File: src/rtl/serial_tx_pkg.sv
package serial_tx_pkg;
    typedef enum logic [2:0] {
        ST_IDLE,
        ST_START,
        ST_DATA,
        ST_ZERO,
        ST_STOP
    } tx_state_e;
endpackage

File: src/rtl/txq_buffer.sv
module txq_buffer #(
    parameter int W     = 8,
    parameter int DEPTH = 4
) (
    input  logic                       clk,
    input  logic                       rst_n,
    input  logic                       flush,
    input  logic                       push,
    input  logic [W-1:0]               din,
    input  logic                       pop,
    output logic [W-1:0]               dout,
    output logic [$clog2(DEPTH+1)-1:0] count,
    output logic                       full,
    output logic                       empty
);
    localparam int AW = (DEPTH > 1) ? $clog2(DEPTH) : 1;
    localparam int CW = $clog2(DEPTH + 1);

    logic [W-1:0]  mem [DEPTH];
    logic [AW-1:0] wr_ptr, rd_ptr;
    logic          push_ok, pop_ok;

    assign full    = (count == CW'(DEPTH));
    assign empty   = (count == '0);
    assign push_ok = push && !full;
    assign pop_ok  = pop && !empty;
    assign dout    = mem[rd_ptr];

    function automatic logic [AW-1:0] nxt(input logic [AW-1:0] p);
        return (p == AW'(DEPTH - 1)) ? '0 : p + 1'b1;
    endfunction

    always_ff @(posedge clk) begin
        if (push_ok && !flush) begin
            mem[wr_ptr] <= din;
        end
    end

    always_ff @(posedge clk) begin
        if (!rst_n || flush) begin
            wr_ptr <= '0;
            rd_ptr <= '0;
            count  <= '0;
        end else begin
            if (push_ok) wr_ptr <= nxt(wr_ptr);
            if (pop_ok)  rd_ptr <= nxt(rd_ptr);
            unique case ({push_ok, pop_ok})
                2'b10:   count <= count + 1'b1;
                2'b01:   count <= count - 1'b1;
                default: count <= count;
            endcase
        end
    end

    // a refused write leaves the occupancy at its ceiling
    p_full_hold_r2: assert property (@(posedge clk) disable iff (!rst_n)
        (push && full && !pop && !flush) |=> (count == CW'(DEPTH)));

    // the framer never pops an empty queue
    p_pop_has_data_r2: assert property (@(posedge clk) disable iff (!rst_n)
        pop |-> !empty);
endmodule

File: src/rtl/tx_frame_fsm.sv
module tx_frame_fsm
    import serial_tx_pkg::*;
#(
    parameter int W        = 8,
    parameter int TICKS    = 16,
    parameter int BRK_BITS = 12
) (
    input  logic         clk,
    input  logic         rst_n,
    input  logic         en,
    input  logic         baud_tick,
    input  logic         brk_pend,
    input  logic         have_data,
    input  logic [W-1:0] din,
    output logic         pop,
    output logic         txd,
    output logic         busy,
    output logic         frame_end,
    output logic         frame_brk
);
    localparam int TW       = (TICKS > 1) ? $clog2(TICKS) : 1;
    localparam int BITS_MAX = (W > BRK_BITS) ? W : BRK_BITS;
    localparam int BW       = $clog2(BITS_MAX + 1);

    tx_state_e     state, st_n;
    logic [TW-1:0] tcnt;
    logic [BW-1:0] bcnt;
    logic [W-1:0]  shreg;
    logic          is_brk;
    logic          bit_end;

    assign bit_end = baud_tick && (tcnt == TW'(TICKS - 1));

    always_comb begin
        st_n      = state;
        pop       = 1'b0;
        frame_end = 1'b0;
        unique case (state)
            ST_IDLE: begin
                if (brk_pend) begin
                    st_n = ST_START;
                end else if (have_data) begin
                    st_n = ST_START;
                    pop  = 1'b1;
                end
            end
            ST_START: if (bit_end) st_n = is_brk ? ST_ZERO : ST_DATA;
            ST_DATA:  if (bit_end && bcnt == BW'(W - 1)) st_n = ST_STOP;
            ST_ZERO:  if (bit_end && bcnt == BW'(BRK_BITS - 1)) st_n = ST_STOP;
            ST_STOP: begin
                if (bit_end) begin
                    st_n      = ST_IDLE;
                    frame_end = 1'b1;
                end
            end
            default: st_n = ST_IDLE;
        endcase
        if (!en) begin
            st_n      = ST_IDLE;
            pop       = 1'b0;
            frame_end = 1'b0;
        end
    end

    always_ff @(posedge clk) begin
        if (!rst_n) begin
            state  <= ST_IDLE;
            tcnt   <= '0;
            bcnt   <= '0;
            shreg  <= '0;
            is_brk <= 1'b0;
        end else begin
            state <= st_n;
            if (state == ST_IDLE) begin
                tcnt <= '0;
                bcnt <= '0;
                if (pop) begin
                    shreg  <= din;
                    is_brk <= 1'b0;
                end else if (st_n == ST_START) begin
                    is_brk <= 1'b1;
                end
            end else if (baud_tick) begin
                if (bit_end) begin
                    tcnt <= '0;
                    if (state == ST_DATA || state == ST_ZERO) bcnt <= bcnt + 1'b1;
                    if (state == ST_DATA) shreg <= shreg >> 1;
                end else begin
                    tcnt <= tcnt + 1'b1;
                end
            end
        end
    end

    always_comb begin
        unique case (state)
            ST_START, ST_ZERO: txd = 1'b0;
            ST_DATA:           txd = shreg[0];
            default:           txd = 1'b1;
        endcase
        busy      = (state != ST_IDLE);
        frame_brk = is_brk;
    end

    // disable forces the framer home on the next clock
    p_abort_home_r10: assert property (@(posedge clk) disable iff (!rst_n)
        !en |=> (state == ST_IDLE));

    // a data frame reaches its stop bit only after eight data bits
    p_eight_bits_r1: assert property (@(posedge clk) disable iff (!rst_n)
        (state == ST_STOP && $past(state) == ST_DATA) |-> (bcnt == BW'(W)));

    // a frame is only ever entered from rest
    p_start_from_idle_r1: assert property (@(posedge clk) disable iff (!rst_n)
        (state == ST_START && $past(state) != ST_START) |-> ($past(state) == ST_IDLE));
endmodule

File: src/rtl/serial_tx_engine.sv
module serial_tx_engine #(
    parameter int DATA_W        = 8,
    parameter int DEPTH         = 4,
    parameter int TICKS_PER_BIT = 16,
    parameter int BREAK_BITS    = 12
) (
    input  logic              clk,
    input  logic              rst_n,
    input  logic              tx_en,
    input  logic              wr_stb,
    input  logic [DATA_W-1:0] wr_data,
    input  logic [1:0]        irq_mode,
    input  logic              brk_set,
    input  logic              baud_tick,
    output logic              txd,
    output logic              txd_oe,
    output logic              buf_full,
    output logic              tx_idle,
    output logic              brk_busy,
    output logic              irq
);
    localparam int CW = $clog2(DEPTH + 1);

    logic [DATA_W-1:0] q_dout;
    logic [CW-1:0]     q_count;
    logic              q_full, q_empty;
    logic              pop, busy, frame_end, frame_brk;
    logic              irq_cond;
    logic              fsm_txd;

    txq_buffer #(.W(DATA_W), .DEPTH(DEPTH)) u_queue (
        .clk   (clk),
        .rst_n (rst_n),
        .flush (!tx_en),
        .push  (wr_stb && tx_en),
        .din   (wr_data),
        .pop   (pop),
        .dout  (q_dout),
        .count (q_count),
        .full  (q_full),
        .empty (q_empty)
    );

    tx_frame_fsm #(.W(DATA_W), .TICKS(TICKS_PER_BIT), .BRK_BITS(BREAK_BITS)) u_fsm (
        .clk       (clk),
        .rst_n     (rst_n),
        .en        (tx_en),
        .baud_tick (baud_tick),
        .brk_pend  (brk_busy),
        .have_data (!q_empty),
        .din       (q_dout),
        .pop       (pop),
        .txd       (fsm_txd),
        .busy      (busy),
        .frame_end (frame_end),
        .frame_brk (frame_brk)
    );

    always_comb begin
        unique case (irq_mode)
            2'b00:   irq_cond = pop;
            2'b10:   irq_cond = pop && (q_count == CW'(1));
            2'b01:   irq_cond = frame_end && q_empty && (frame_brk || !brk_busy);
            default: irq_cond = 1'b0;
        endcase
    end

    always_ff @(posedge clk) begin
        if (!rst_n) begin
            brk_busy <= 1'b0;
            txd_oe   <= 1'b0;
            irq      <= 1'b0;
        end else begin
            txd_oe <= tx_en;
            irq    <= tx_en && irq_cond;
            if (!tx_en)                       brk_busy <= 1'b0;
            else if (brk_set)                 brk_busy <= 1'b1;
            else if (frame_end && frame_brk)  brk_busy <= 1'b0;
        end
    end

    assign txd      = fsm_txd;
    assign buf_full = q_full;
    assign tx_idle  = !busy && q_empty;

    // disable releases the pad and clears everything by the next clock
    p_abort_r10: assert property (@(posedge clk) disable iff (!rst_n)
        !tx_en |=> (!txd_oe && txd && tx_idle && !brk_busy));

    // the reserved mode never produces an interrupt
    p_reserved_quiet_r7: assert property (@(posedge clk) disable iff (!rst_n)
        (irq_mode == 2'b11) |=> !irq);

    // the interrupt is never wider than one cycle
    p_irq_pulse_r8: assert property (@(posedge clk) disable iff (!rst_n)
        irq |=> !irq);

    // the break flag falls only at the end of a break frame or on disable
    p_break_clear_r9: assert property (@(posedge clk) disable iff (!rst_n)
        $fell(brk_busy) |-> (!$past(tx_en) || $past(frame_end && frame_brk)));

    // a full queue can never read as idle
    p_full_not_idle_r3: assert property (@(posedge clk) disable iff (!rst_n)
        buf_full |-> !tx_idle);
endmodule

File: config.mk
export PLATFORM = sky130hd
export DESIGN_NAME = serial_tx_engine
export DESIGN_NICKNAME = d
export VERILOG_FILES = /design/src/rtl/serial_tx_pkg.sv /design/src/rtl/txq_buffer.sv /design/src/rtl/tx_frame_fsm.sv /design/src/rtl/serial_tx_engine.sv
export SDC_FILE = /design/constraint.sdc
export NUM_CORES = 1
export LEC_CHECK = 0
export BUFFER_PORTS_ARGS = -buffer_cell sky130_fd_sc_hd__buf_2
export CAP_MARGIN = 20
export CORE_MARGIN = 1.5
export CORE_UTILIZATION = 55
export DETAILED_ROUTE_END_ITERATION = 8
export GPL_TIMING_DRIVEN = 0
export MAX_ROUTING_LAYER = met4
export PLACE_DENSITY = 0.8
export SLEW_MARGIN = 10
export SYNTH_ARGS = -nofsm -noshare
export SYNTH_HDL_FRONTEND = slang
export SYNTH_SLANG_ARGS = --single-unit
File: constraint.sdc
create_clock -name clk -period 5.3 [get_ports clk]
set_input_delay 0.265 -clock clk [delete_from_list [all_inputs] [get_ports clk]]
set_output_delay 0.265 -clock clk [all_outputs]
set_load 0.03 [all_outputs]
# After elaboration in Yosys (flattened, before gate mapping)
# Memory sizes are Yosys's and may differ from the RTL's. A register that Yosys moved wholly into a read port is not among the register bits.
# Index checks and enable logic that the tools add are counted.
# Widths: inputs -> output; s select.
dict set report op_classes {
  add_sub_neg 6
  mul 0
  n_div 0
  magnitude_cmp 0
  eq_ne 17
  shifts 0
  mux 35
  bitwise_logic 1
  n_reduce_logical 38
}
# cell n
set ops {}
lappend ops {{$mux 8} 5}
lappend ops {{$mux 3} 7}
lappend ops {{$pmux 3 s5} 1}
lappend ops {{$mux 1} 14}
lappend ops {{$logic_and 1x1->1} 13}
lappend ops {{$reduce_bool 2->1} 6}
lappend ops {{$eq 3x1->1 const B} 3}
lappend ops {{$add 4x1->4 const B} 2}
lappend ops {{$eq 2x2->1 const B} 4}
lappend ops {{$eq 4x4->1 const B} 2}
lappend ops {{$mux 2} 4}
lappend ops {{$eq 3x2->1 const B} 2}
lappend ops {{$eq 3x3->1 const B} 2}
lappend ops {{$logic_not 1->1} 6}
lappend ops {{$logic_not 3->1} 2}
lappend ops {{$pmux 3 s2} 1}
lappend ops {{$add 2x1->2 const B} 2}
lappend ops {{$eq 2x1->1 const B} 2}
lappend ops {{$eq 4x3->1 const B} 1}
lappend ops {{$mux 4} 1}
lappend ops {{$reduce_and 2->1} 2}
lappend ops {{$reduce_and 4->1} 1}
lappend ops {{$reduce_or 2->1} 2}
lappend ops {{$add 3x1->3 const B} 1}
lappend ops {{other kinds (9)} 11}
dict set report word_totals {
  regBits 30
  latchBits 0
  mem_bits_rw 32
  mem_bits_ro 0
  output_inout_bits 6
  word_cells 109
  mem_count 1
}
# memory depth width rd rd_clocked_by_memory_dff write_ports line_no
set memory_table {}
lappend memory_table {u_queue.mem 4 8 1 1 1 txq_buffer.sv:19} ;# logic [W-1:0] mem [DEPTH];

# Longest topological paths before layout
# Gate-level depths: netlist of run 1.
dict set report depth {
  word_depth 9
  ltp_mapped 10
  depth_no_buf 9
}

# Hierarchy
# From an unflattened synthesis of run 1, not the netlist that was laid out.
dict set report hier_totals {
  cells_unflattened 239
  area_unflattened_um2 2866.5
}
# module instances cells_each area_per_inst_um2 seq_area_each_um2
set by_module_without_submodules {}
lappend by_module_without_submodules {txq_buffer 1 96 1685.4 1141.1}
lappend by_module_without_submodules {tx_frame_fsm 1 125 1034.7 400.4}
lappend by_module_without_submodules {serial_tx_engine 1 18 146.4 60.1}

# Worst setup path after synthesis of run 1
# No wires, ideal clock.
dict set report synth_timing {
  path_type {register -> register}
  from {register u_queue.count[0]}
  to {register u_queue.count[2]}
  setup_time_ps 71
  arrival_time_ps 1913
  required_time_ps 5229
  path_slack_ps 3316
  path_stages_with_launch 10
  path_buffers 1
  period_less_slack_ps 1984
  cell_sequence {dfxtp_1 -> inv_1 -> ha_1 -> nand2_1 -> and3_1 -> clkbuf_1 -> inv_1 -> ha_1 -> or3_1 -> a21oi_1}
}
dict set report synth_between {
  elab_chain_cells 8
  word_cells_on_any_way 16
  cone_classes {add/sub: 2; eq/ne: 3; mux: 5; reduce/logical: 6}
}
# item line_no
set synth_lines {}
lappend synth_lines {{start, declared} txq_buffer.sv:12} ;# output logic [$clog2(DEPTH+1)-1:0] count,
lappend synth_lines {{start signal, assigned} txq_buffer.sv:48} ;# 2'b10: count <= count + 1'b1;
lappend synth_lines {{start signal, assigned} txq_buffer.sv:49} ;# 2'b01: count <= count - 1'b1;
lappend synth_lines {{start signal, assigned} txq_buffer.sv:50} ;# default: count <= count;
lappend synth_lines {{$logic_not 3->1} txq_buffer.sv:24} ;# assign empty = (count == '0);
lappend synth_lines {{$mux 1} tx_frame_fsm.sv:42} ;# end else if (have_data) begin
lappend synth_lines {{$mux 1} tx_frame_fsm.sv:40} ;# if (brk_pend) begin
lappend synth_lines {{$mux 1} tx_frame_fsm.sv:38} ;# unique case (state)
lappend synth_lines {{$mux 1} tx_frame_fsm.sv:58} ;# if (!en) begin
lappend synth_lines {{$logic_and 1x1->1} txq_buffer.sv:26} ;# assign pop_ok = pop && !empty;
lappend synth_lines {{$eq 2x1->1 / $eq 2x2->1 (equally long branches)} txq_buffer.sv:47} ;# unique case ({push_ok, pop_ok})
lappend synth_lines {{$pmux 3 s2 / $reduce_bool 2->1 (equally long branches)} -}
# Parallel ways exist; a longest one is shown, timed or not.
# A chain may end at the register's enable or synchronous reset.

# Worst setup path in the final report of run 1
# Ends and elaborated chain as after synthesis.

==> results of run 1 <==
## area by class of cell
class	instances	area (um^2)	share of cell area
sequential	64	1600	0.506
multi-input combinational	147	1070	0.339
clock buffer	14	174	0.0549
timing repair buffer	20	100	0.0316
tap	67	83.8	0.0265
buffer	11	56.3	0.0178
inverter	11	41.3	0.0130
clock inverter	2	35.0	0.0111
## state kept, by name (all words and copies together), names as in the netlist, named ones only
| name | flops |
|---|---|
| irq | 1 |
| u_fsm.state | 3 |
| u_queue.rd_ptr | 2 |
| brk_busy | 1 |
| u_fsm.shreg | 8 |
| txd_oe | 1 |
| u_queue.wr_ptr | 2 |
| u_queue.count | 3 |
| u_queue.mem | 32 |
| u_fsm.frame_brk | 1 |
| u_fsm.tcnt | 4 |
| u_fsm.bcnt | 4 |
## synthesized netlist by cell type, types with 2 or more instances
master and count:
dfxtp_1 32, o2bb2ai_1 8, o21ai_0 4, a21oi_1 15, xnor2_1 3, ha_1 12, inv_1 11, a21o_1 2
and2_1 4, edfxtp_1 32, a32oi_1 2, nor3_2 2, nor2b_1 3, nand2_1 7, clkbuf_1 3, mux2i_1 20
nor3_1 3, a31oi_1 2, buf_2 5, xor2_1 3, nor3b_1 2, nor2_1 21, o22ai_1 7, nand2b_1 4
or3_1 2, nand4_1 2, nand3_1 5
## per-stage QoR
stage	setup slack (ps)	hold slack [ps]	power, mW	instances
2_1_floorplan	3320	364	0.585	233
5_1_grt	2990	135	1.07	336
3_3_place_gp	3170	444	0.604	320
6_report	3100	136	1.03	336
4_1_cts	3100	135	1.04	336
3_5_place_dp	3130	447	0.606	320
## worst min-delay path by stage
stage | slack, ps | cells after the start | from | endpoint
5_1_grt | 140 | 1 | wr_data[4] | u_queue.mem[0][4]
4_1_cts | 130 | 3 | brk_set | brk_busy
3_5_place_dp | 450 | 1 | u_fsm.shreg[5] | u_fsm.shreg[5]
6_report | 140 | 3 | brk_set | brk_busy
3_3_place_gp | 440 | 1 | u_fsm.shreg[1] | u_fsm.shreg[1]
2_1_floorplan | 360 | 0 | wr_data[0] | u_queue.mem[0][0]
## power by group
part	leakage (nW)	switching, mW	total, mW	internal, mW
Clock	0.106	0.180	0.439	0.259
Sequential	0.550	0.00458	0.533	0.528
Combinational	0.507	0.0384	0.0628	0.0245
## worst min-delay path: cells and delay by family
kind | cells | cell delay [ps]
AOI/OAI and AO/OA | 1 | 30
buffers and inverters | 1 | 70
and+or+nand+nor | 1 | 70
## layer usage
layer | share of wire | track usage
met1 | 0.49 | 0.257
met2 | 0.46 | 0.281
met3 | 0.032 | 0.0528
met4 | 0.020 | 0.0967
met5 | 0 | -
## kinds of logic (layout without fill, tap and decap cells)
kind of cell,Yosys count,in the layout,share of synthesized area
AND/OR/NAND/NOR,62,62,0.124
adder cells (fa/ha/maj),12,12,0.0541
multiplexers,21,21,0.0803
buffers and inverters,22,58,0.0352
flip-flops,64,64,0.577
AO/OA/AOI/OAI,46,46,0.110
XOR/XNOR,6,6,0.0189
==> summary.txt, run 1 <==
Synthesis
  – Post-synthesis cell count: 233
  – Avg Cell Area, Syn: 11.9 um^2
  – Netlist cell types: 44
  – Top post-synthesis cells by area: edfxtp_1 35%, dfxtp_1 23%, mux2i_1 7.2%, ha_1 5.4%, nor2_1 2.8%
  – Synthesis warning total: 0
  – Yosys top cell by area: edfxtp_1
  – Most used DFF post-synth: edfxtp_1
  – Number of synthesized flops with an enable pin: 32
  – Flops & latches, synth: 64
  – Synthesized area: 2770 um^2
  – Post-synth net total: 261
  – Post-synth top area share: 0.346
  – Sequential cell area fraction in the yosys report: 0.577
  – Async set-or-reset flop fraction in the synthesized netlist: 0

Status
  – Status: finished, final reports clean

Finish
  – Ant diodes: 0
  – Syn-to-layout area delta: 14.2%
  – Most frequent cells in the layout: 32 x dfxtp_1, 32 x edfxtp_1, 25 x buf_2, 21 x nor2_1, 20 x mux2i_1
  – Nets: 292
  – Final instance area: 3170 um^2
  – Fillers: 356
  – Layout cells sized above 1: 0.171
  – Finished Core Util: 0.662

Clock network
  – Hold buffer count at CTS: 0
  – Worst-path clk slew: 70 ps
  – Post-cts sizing count: 0
  – TritonCTS Buffers: 9
  – Root buf cell: clkbuf_8
  – Post-CTS Setup Bufs: 0
  – CTS tree: done
  – H-tree Lvls: 3
  – Num Clock Sinks: 64
  – Max Buffers Root-to-Sink: 2
  – Worst-Skew Late Latency: 340 ps

Global route
  – Largest net degree at the start of global routing: 11
  – First-pass GRT wire length: 7520 um
  – GRT overflow: 0
  – Number of global-route vias before repair: 1603
  – Total GRT Usage: 0.196
  – Antenna violations before repair: 0

Drt
  – DR WL/cell: 14.4 um
  – DRC violations left: 0
  – Antenna Violating Nets Remaining: 0
  – DRT Pass-1 Iters: 7
  – Final WL: 4820 um
  – Vias per std cell: 5.44
  – Vias post-DR: 1827
  – DR iter-0 viols: 76

Die
  – Die height: 74.0 um
  – # IOs: 22
  – Row cnt: 25
  – Die area: 5480 um^2
  – Starting density of the core: 0.580
  – Die W: 74.0 um
  – Core area: 4790 um^2

Placed design
  – Placed instance area: 2960 um^2
  – Placer Congestion: 0.887
  – Hpwl dp: 3320 um
  – IO Port Bufs: 20

Critical path
  – Buf/Inv on CP: 3
  – Worst path depth: 9
  – Endpoint class of the critical path: flip-flop
  – Worst R2R Path Depth: 9
  – Worst r2r dst: u_queue.count[2]
  – Kind of critical path: reg -> reg
  – Setup crit start: u_queue.count[0]
  – Worst setup SP type: flip-flop
  – CP max FO: 7
  – Slowest cell on crit path: dfxtp_1
  – Crit path to: u_queue.count[2]
  – CP required: 5570 ps
  – R2R setup slack: 3100 ps
  – Critical R2R Launch: u_queue.count[0]
  – CP delay by family, top: simple AND/OR/NAND/NOR gates
  – Crit path cell chain: inv_1, ha_1, nand2_1, and3_1, clkbuf_1, inv_1, ha_1, or3_1, a21oi_1
  – Slowest stage delay, CP: 400 ps
  – Arrival @ worst endpoint: 2470 ps

Timing
  – Fin. Hold Viols: 0
  – RSZ-0062 raised after global routing: no
  – Final setup viols: 0
  – Post-route minimum period: 2200 ps
  – Slew Viols, Final: 0
  – Slew headroom: 0.588
  – Skew final: 4.50 ps
  – Worst-Margin Slew: 614 ps
  – Fmax: 0.454 GHz
  – Fin Setup TNS: 0 ps
  – Fin crit share: 0.415

Pwr
  – Power Density: 327 nW/um^2
  – LEAKAGE: 1.16 nW
  – Peak VDD IR: 0.293 mV

Min path
  – Worst Hold Class: in -> reg

Job
  – Max-Cap Viols: 0
No activity file was read; power rests on OpenSTA's default activity.
==> inputs of run 2 (changes only) <==
==> constraint.sdc (replaced) <==
create_clock -name clk -period 2.3 [get_ports clk]
set_input_delay 0.115 -clock clk [delete_from_list [all_inputs] [get_ports clk]]
set_output_delay 0.115 -clock clk [all_outputs]
set_load 0.03 [all_outputs]
==> run 2 against run 1 <==
Core utilization is 1.4 points higher; die area is the same; clock power increased by 130%; via count rose by 1.3%; largest cell class unchanged; highest routed layer unchanged.
==> summary.txt, run 2 (synthesized netlist as in run 1, its figures left out) <==
Status
  – Status: finished, final reports clean

Critical path
  – Endpoint class of the critical path: flip-flop
  – Worst R2R Path Depth: 8 (-1)
  – Arrival @ worst endpoint: 2360 ps (-110 ps)
  – CP max FO: 7 (unchanged)
  – CP required: 2570 ps (-3000 ps)
  – Kind of critical path: reg -> reg
  – Worst setup SP type: flip-flop

Global route
  – Total GRT Usage: 0.197 (+0.000655)
  – First-pass GRT wire length: 7550 um (+0.36%)
  – GRT overflow: 0 (unchanged)
  – Antenna violations before repair: 0 (unchanged)
  – Number of global-route vias before repair: 1615 (+0.75%)
  – Largest net degree at the start of global routing: 11 (unchanged)

Timing
  – Fin. Hold Viols: 0 (unchanged)
  – RSZ-0062 raised after global routing: no
  – Fin crit share: 0.908 (+0.493)
  – Skew final: 6.20 ps (+1.69 ps)
  – Post-route minimum period: 2090 ps (-112 ps)
  – Slew headroom: 0.587 (-0.00103)
  – Fmax: 0.479 GHz (+5.4%)
  – Final setup margin: 211 ps (-2890 ps)
  – Final setup viols: 0 (unchanged)
  – Fin Setup TNS: 0 ps (unchanged)
  – Worst-Margin Slew: 616 ps (+1.54 ps)
  – Slew Viols, Final: 0 (unchanged)
  – Hold Worst Slack: 17.7 ps (-119 ps)

Clock network
  – Root buf cell: clkbuf_8
  – Post-CTS Setup Bufs: 0 (unchanged)
  – CTS tree: done
  – Post-cts sizing count: 0 (unchanged)
  – H-tree Lvls: 3 (unchanged)
  – Worst-path clk slew: 70 ps (about the same)
  – Num Clock Sinks: 64 (unchanged)
  – Worst-Skew Late Latency: 340 ps (about the same)
  – Max Buffers Root-to-Sink: 2 (unchanged)
  – TritonCTS Buffers: 9 (unchanged)

Drt
  – Antenna Violating Nets Remaining: 0 (unchanged)
  – DR WL/cell: 14.2 um (-0.92%)
  – DRT Pass-1 Iters: 4 (-3)
  – DRC violations left: 0 (unchanged)
  – Final WL: 4870 um (+0.85%)
  – DR iter-0 viols: 81 (+6.6%)
  – Vias per std cell: 5.41 (-0.52%)
  – Vias post-DR: 1850 (+1.3%)

Finish
  – Largest reg by FF count: u_queue.mem
  – Largest regs: u_queue.mem (32), u_fsm.shreg (8)
  – Syn-to-layout area delta: 16.6%
  – Number of flip-flops in the largest register: 32 (unchanged)
  – Ant diodes: 0 (unchanged)
  – Most frequent cells in the layout: 32 x dfxtp_1, 32 x edfxtp_1, 25 x buf_2, 21 x nor2_1, 20 x mux2i_1
  – Nets: 298 (+2.1%)
  – Layout cells sized above 1: 0.167 (-0.00373)

Pwr
  – LEAKAGE: 1.19 nW (+2.4%)
  – Peak VDD IR: 0.677 mV (+130%)
  – Total power draw: 2.39 mW (+130%)
  – Power Density: 741 nW/um^2 (+130%)

Min path
  – Worst hold path cell count: 1 (-2)
  – Worst Hold Class: in -> reg

Die
  – Die height: 74.0 um (unchanged)
  – Die W: 74.0 um (unchanged)
  – Row cnt: 25 (unchanged)
  – Core area: 4790 um^2 (unchanged)
  – # IOs: 22 (unchanged)
  – Die area: 5480 um^2 (unchanged)
  – Starting density of the core: 0.580 (unchanged)

Job
  – Max-Cap Viols: 0 (unchanged)

Placed design
  – Placer Congestion: 0.887 (unchanged)
  – Hpwl dp: 3320 um (unchanged)
  – Worst slack at placement: 125 ps (-3000 ps)
  – IO Port Bufs: 20 (unchanged)
-- run 2: path summary, 6_finish.rpt --
kind / startpoint / endpoint / slack [ps]
max: u_queue.count[0] / u_queue.count[2] / 210
max reg2reg: u_queue.count[0] / u_queue.count[2] / 210
min reg2reg: u_fsm.shreg[5] / u_fsm.shreg[5] / 470
min: wr_data[7] / u_queue.mem[1][7] / 20
-- run 2: final cells by class --
cell class | count | area [um^2]
flip-flops and latches | 64 | 1600
plain buffers | 10 | 52.6
well taps | 67 | 83.8
multi-input cells | 147 | 1070
repair buffers | 27 | 170
clock inverters | 2 | 35.0
clock buffers | 14 | 174
fillers | 352 | 1550
inverters | 11 | 41.3
-- run 2: critical path: stages, from the launching register on --
cell and delay, ps:
dfxtp_1 400, inv_1 90, ha_1 220, nand2_1 90
and3_1 300, inv_1 70, ha_1 350, or3_1 360
a21oi_1 130
-- run 2: timing repair --
action / in CTS / in global routing
setup endpoints to repair: 0 / 1
hold endpoints to repair: 24 / 0
hold buffers: 7 / 0
-- run 2: stage by stage --
step	utilization	instances	instance area (um^2)
floorplan	-	233	2770
global placement	0.618	320	2960
detailed placement	0.618	320	2960
CTS	0.676	343	3240
global route	0.676	342	3230
finish	0.676	342	3230
-- run 2: layer usage --
layer | wire length [um] | GRT usage | vias up
met5 | 0 | - | -
met4 | 91 | 0.0967 | 0
met3 | 186 | 0.0528 | 9
met2 | 2240 | 0.283 | 39
met1 | 2350 | 0.257 | 868
li1 | - | - | 934
-- run 2: power by group --
| group | switching (mW) | internal (mW) |
|---|---|---|
| clock network | 0.418 | 0.596 |
| logic | 0.0895 | 0.0638 |
| registers | 0.0106 | 1.22 |
| total | 0.518 | 1.88 |
==> inputs of run 3 (changes only) <==
--- a/config.mk
+++ b/config.mk
@@ -7,12 +7,14 @@
 export LEC_CHECK = 0
 export BUFFER_PORTS_ARGS = -buffer_cell sky130_fd_sc_hd__buf_2
 export CAP_MARGIN = 20
+export CELL_PAD_IN_SITES_DETAIL_PLACEMENT = 0
+export CELL_PAD_IN_SITES_GLOBAL_PLACEMENT = 1
 export CORE_MARGIN = 1.5
-export CORE_UTILIZATION = 55
+export CORE_UTILIZATION = 48
 export DETAILED_ROUTE_END_ITERATION = 8
 export GPL_TIMING_DRIVEN = 0
 export MAX_ROUTING_LAYER = met4
-export PLACE_DENSITY = 0.8
+export PLACE_DENSITY = 0.85
 export SLEW_MARGIN = 10
 export SYNTH_ARGS = -nofsm -noshare
 export SYNTH_HDL_FRONTEND = slang
==> run 3 against run 2 <==
Combinational power barely moved; wire length fell by 0.90%; flip-flop and latch count did not move; clock power rose by 12%; sequential power barely moved; highest routed layer unchanged; clock skew rose by 2.5 ps; core utilization fell by 8.8 points; first-iteration DRC count fell by 2.5%; clock-buffer cell count fell by 3; non-clock buffer count fell by 1.
==> summary.txt, run 3 (synthesized netlist as in run 1, its figures left out) <==
Critical path
  – Arrival @ worst endpoint: 2330 ps (-30 ps)
  – Crit path to: u_queue.count[2]
  – Kind of critical path: reg -> reg
  – CP required: 2560 ps (about the same)
  – Critical R2R Launch: u_queue.count[0]
  – Endpoint class of the critical path: flip-flop
  – R2R setup slack: 220 ps (about the same)
  – Worst r2r dst: u_queue.count[2]
  – Worst R2R Path Depth: 8 (unchanged)
  – Setup crit start: u_queue.count[0]
  – CP max FO: 7 (unchanged)
  – Worst setup SP type: flip-flop

Clock network
  – TritonCTS Buffers: 9 (unchanged)
  – Num Clock Sinks: 64 (unchanged)
  – Worst-path clk slew: 70 ps (about the same)
  – Max Buffers Root-to-Sink: 2 (unchanged)
  – Worst-Skew Late Latency: 320 ps (-20 ps)
  – Post-CTS Setup Bufs: 0 (unchanged)
  – H-tree Lvls: 3 (unchanged)
  – CTS tree: done
  – Root buf cell: clkbuf_8
  – Post-cts sizing count: 0 (unchanged)

Timing
  – Fin. Hold Viols: 0 (unchanged)
  – Slew Viols, Final: 0 (unchanged)
  – Fin crit share: 0.903 (-0.00500)
  – Fmax: 0.481 GHz (+0.55%)
  – Slew headroom: 0.627 (+0.0404)
  – Final setup viols: 0 (unchanged)
  – Post-route minimum period: 2080 ps (-11.5 ps)
  – Worst-Margin Slew: 556 ps (-60.2 ps)
  – RSZ-0062 raised after global routing: no
  – Skew final: 8.72 ps (+2.52 ps)
  – Fin Setup TNS: 0 ps (unchanged)

Finish
  – Layout cells sized above 1: 0.172 (+0.00426)
  – Largest reg by FF count: u_queue.mem
  – Fillers: 462 (+31%)
  – Ant diodes: 0 (unchanged)
  – Largest regs: u_queue.mem (32), u_fsm.shreg (8)
  – Finished Core Util: 0.588 (-0.0877)
  – Syn-to-layout area delta: 17.4%
  – Nets: 297 (-0.34%)
  – Number of flip-flops in the largest register: 32 (unchanged)
  – Most frequent cells in the layout: 32 x dfxtp_1, 32 x edfxtp_1, 25 x buf_2, 21 x nor2_1, 20 x mux2i_1

Placed design
  – Placer Congestion: 0.792 (-11%)
  – Hpwl dp: 3310 um (-0.50%)
  – IO Port Bufs: 20 (unchanged)

Die
  – Row cnt: 27 (+8.0%)
  – # IOs: 22 (unchanged)
  – Starting density of the core: 0.501 (-0.0789)
  – Die W: 79.0 um (+6.8%)
  – Core area: 5540 um^2 (+16%)
  – Die area: 6240 um^2 (+14%)
  – Die height: 79.0 um (+6.8%)

Global route
  – Largest net degree at the start of global routing: 12 (+1)
  – Number of global-route vias before repair: 1750 (+8.4%)
  – Total GRT Usage: 0.167 (-0.0296)
  – Antenna violations before repair: 0 (unchanged)
  – First-pass GRT wire length: 7700 um (+2.0%)
  – GRT overflow: 0 (unchanged)

Status
  – Status: finished, final reports clean

Drt
  – DR WL/cell: 13.9 um (-2.1%)
  – DRT Pass-1 Iters: 4 (unchanged)
  – Vias post-DR: 1825 (-1.4%)
  – Vias per std cell: 5.27 (-2.5%)
  – Antenna Violating Nets Remaining: 0 (unchanged)
  – DR iter-0 viols: 79 (-2.5%)
  – DRC violations left: 0 (unchanged)
  – Final WL: 4820 um (-0.90%)

Pwr
  – Power Density: 771 nW/um^2 (+4.1%)
  – Peak VDD IR: 0.454 mV (-33%)
  – LEAKAGE: 1.19 nW (about the same)

Min path
  – Worst Hold Class: in -> reg

Job
  – Max-Cap Viols: 0 (unchanged)
==> run 3: cell types whose count changed in the layout (fill, tap and decap cells not counted), sizes merged <==
cell         delta
bufinv          +2
clkbuf          -3
dlygate4sd3     -1
clkinv          -1
clkinvlp        +2
==> run 3: area by class of cell <==
type	instances	area, um^2	share of cell area
timing repair buffer	26	160	0.0492
clock inverter	5	105	0.0323
buffer	10	52.6	0.0161
tap	72	90.1	0.0277
sequential	64	1600	0.492
clock buffer	11	131	0.0403
inverter	11	41.3	0.0127
multi-input combinational	147	1070	0.330
==> run 3: critical path, cell delays in order (launching register included) <==
cell	delay, ps
dfxtp_1	400
inv_1	80
ha_1	230
nand2_1	80
and3_1	310
inv_1	70
ha_1	340
or3_1	360
a21oi_1	140
==> run 3: timing repair <==
action,CTS,global route
endpoints found under the setup margin,0,1
endpoints found under the hold margin,20,0
hold buffers,6,0
==> run 3: worst min path at each step <==
stage / from / to / slack (ps) / cells after the start
3_5_place_dp: wr_data[5] / u_queue.mem[3][5] / 330 / 1
2_1_floorplan: wr_data[0] / u_queue.mem[0][0] / 210 / 0
5_1_grt: wr_data[0] / u_queue.mem[1][0] / 5 / 1
6_report: wr_data[7] / u_queue.mem[2][7] / 10 / 1
3_3_place_gp: brk_set / brk_busy / 320 / 3
4_1_cts: wr_data[7] / u_queue.mem[2][7] / 3 / 1
==> run 3: report_power, final <==
part	internal (mW)	switching [mW]
combinational	0.0628	0.0893
clock	0.721	0.411
sequential	1.22	0.0107
==> run 3: metal layers <==
layer / vias up / share of wire / GRT usage
met4: 0 / 0.016 / 0.0807
li1: 930 / - / -
met5: - / 0 / -
met3: 8 / 0.034 / 0.0460
met2: 35 / 0.46 / 0.256
met1: 852 / 0.49 / 0.204
==> run 3: through the flow <==
step	cells	cell area, um^2	setup slack [ps]	power, mW	hold WS, ps
after floorplan	233	2770	316	1.35	214
after detailed placement	325	2960	117	1.40	330
after global routing	346	3260	10.7	2.59	4.52
final	346	3260	222	2.51	13.9
after global placement	325	2960	140	1.39	325
after CTS	347	3260	90.2	2.53	3.23
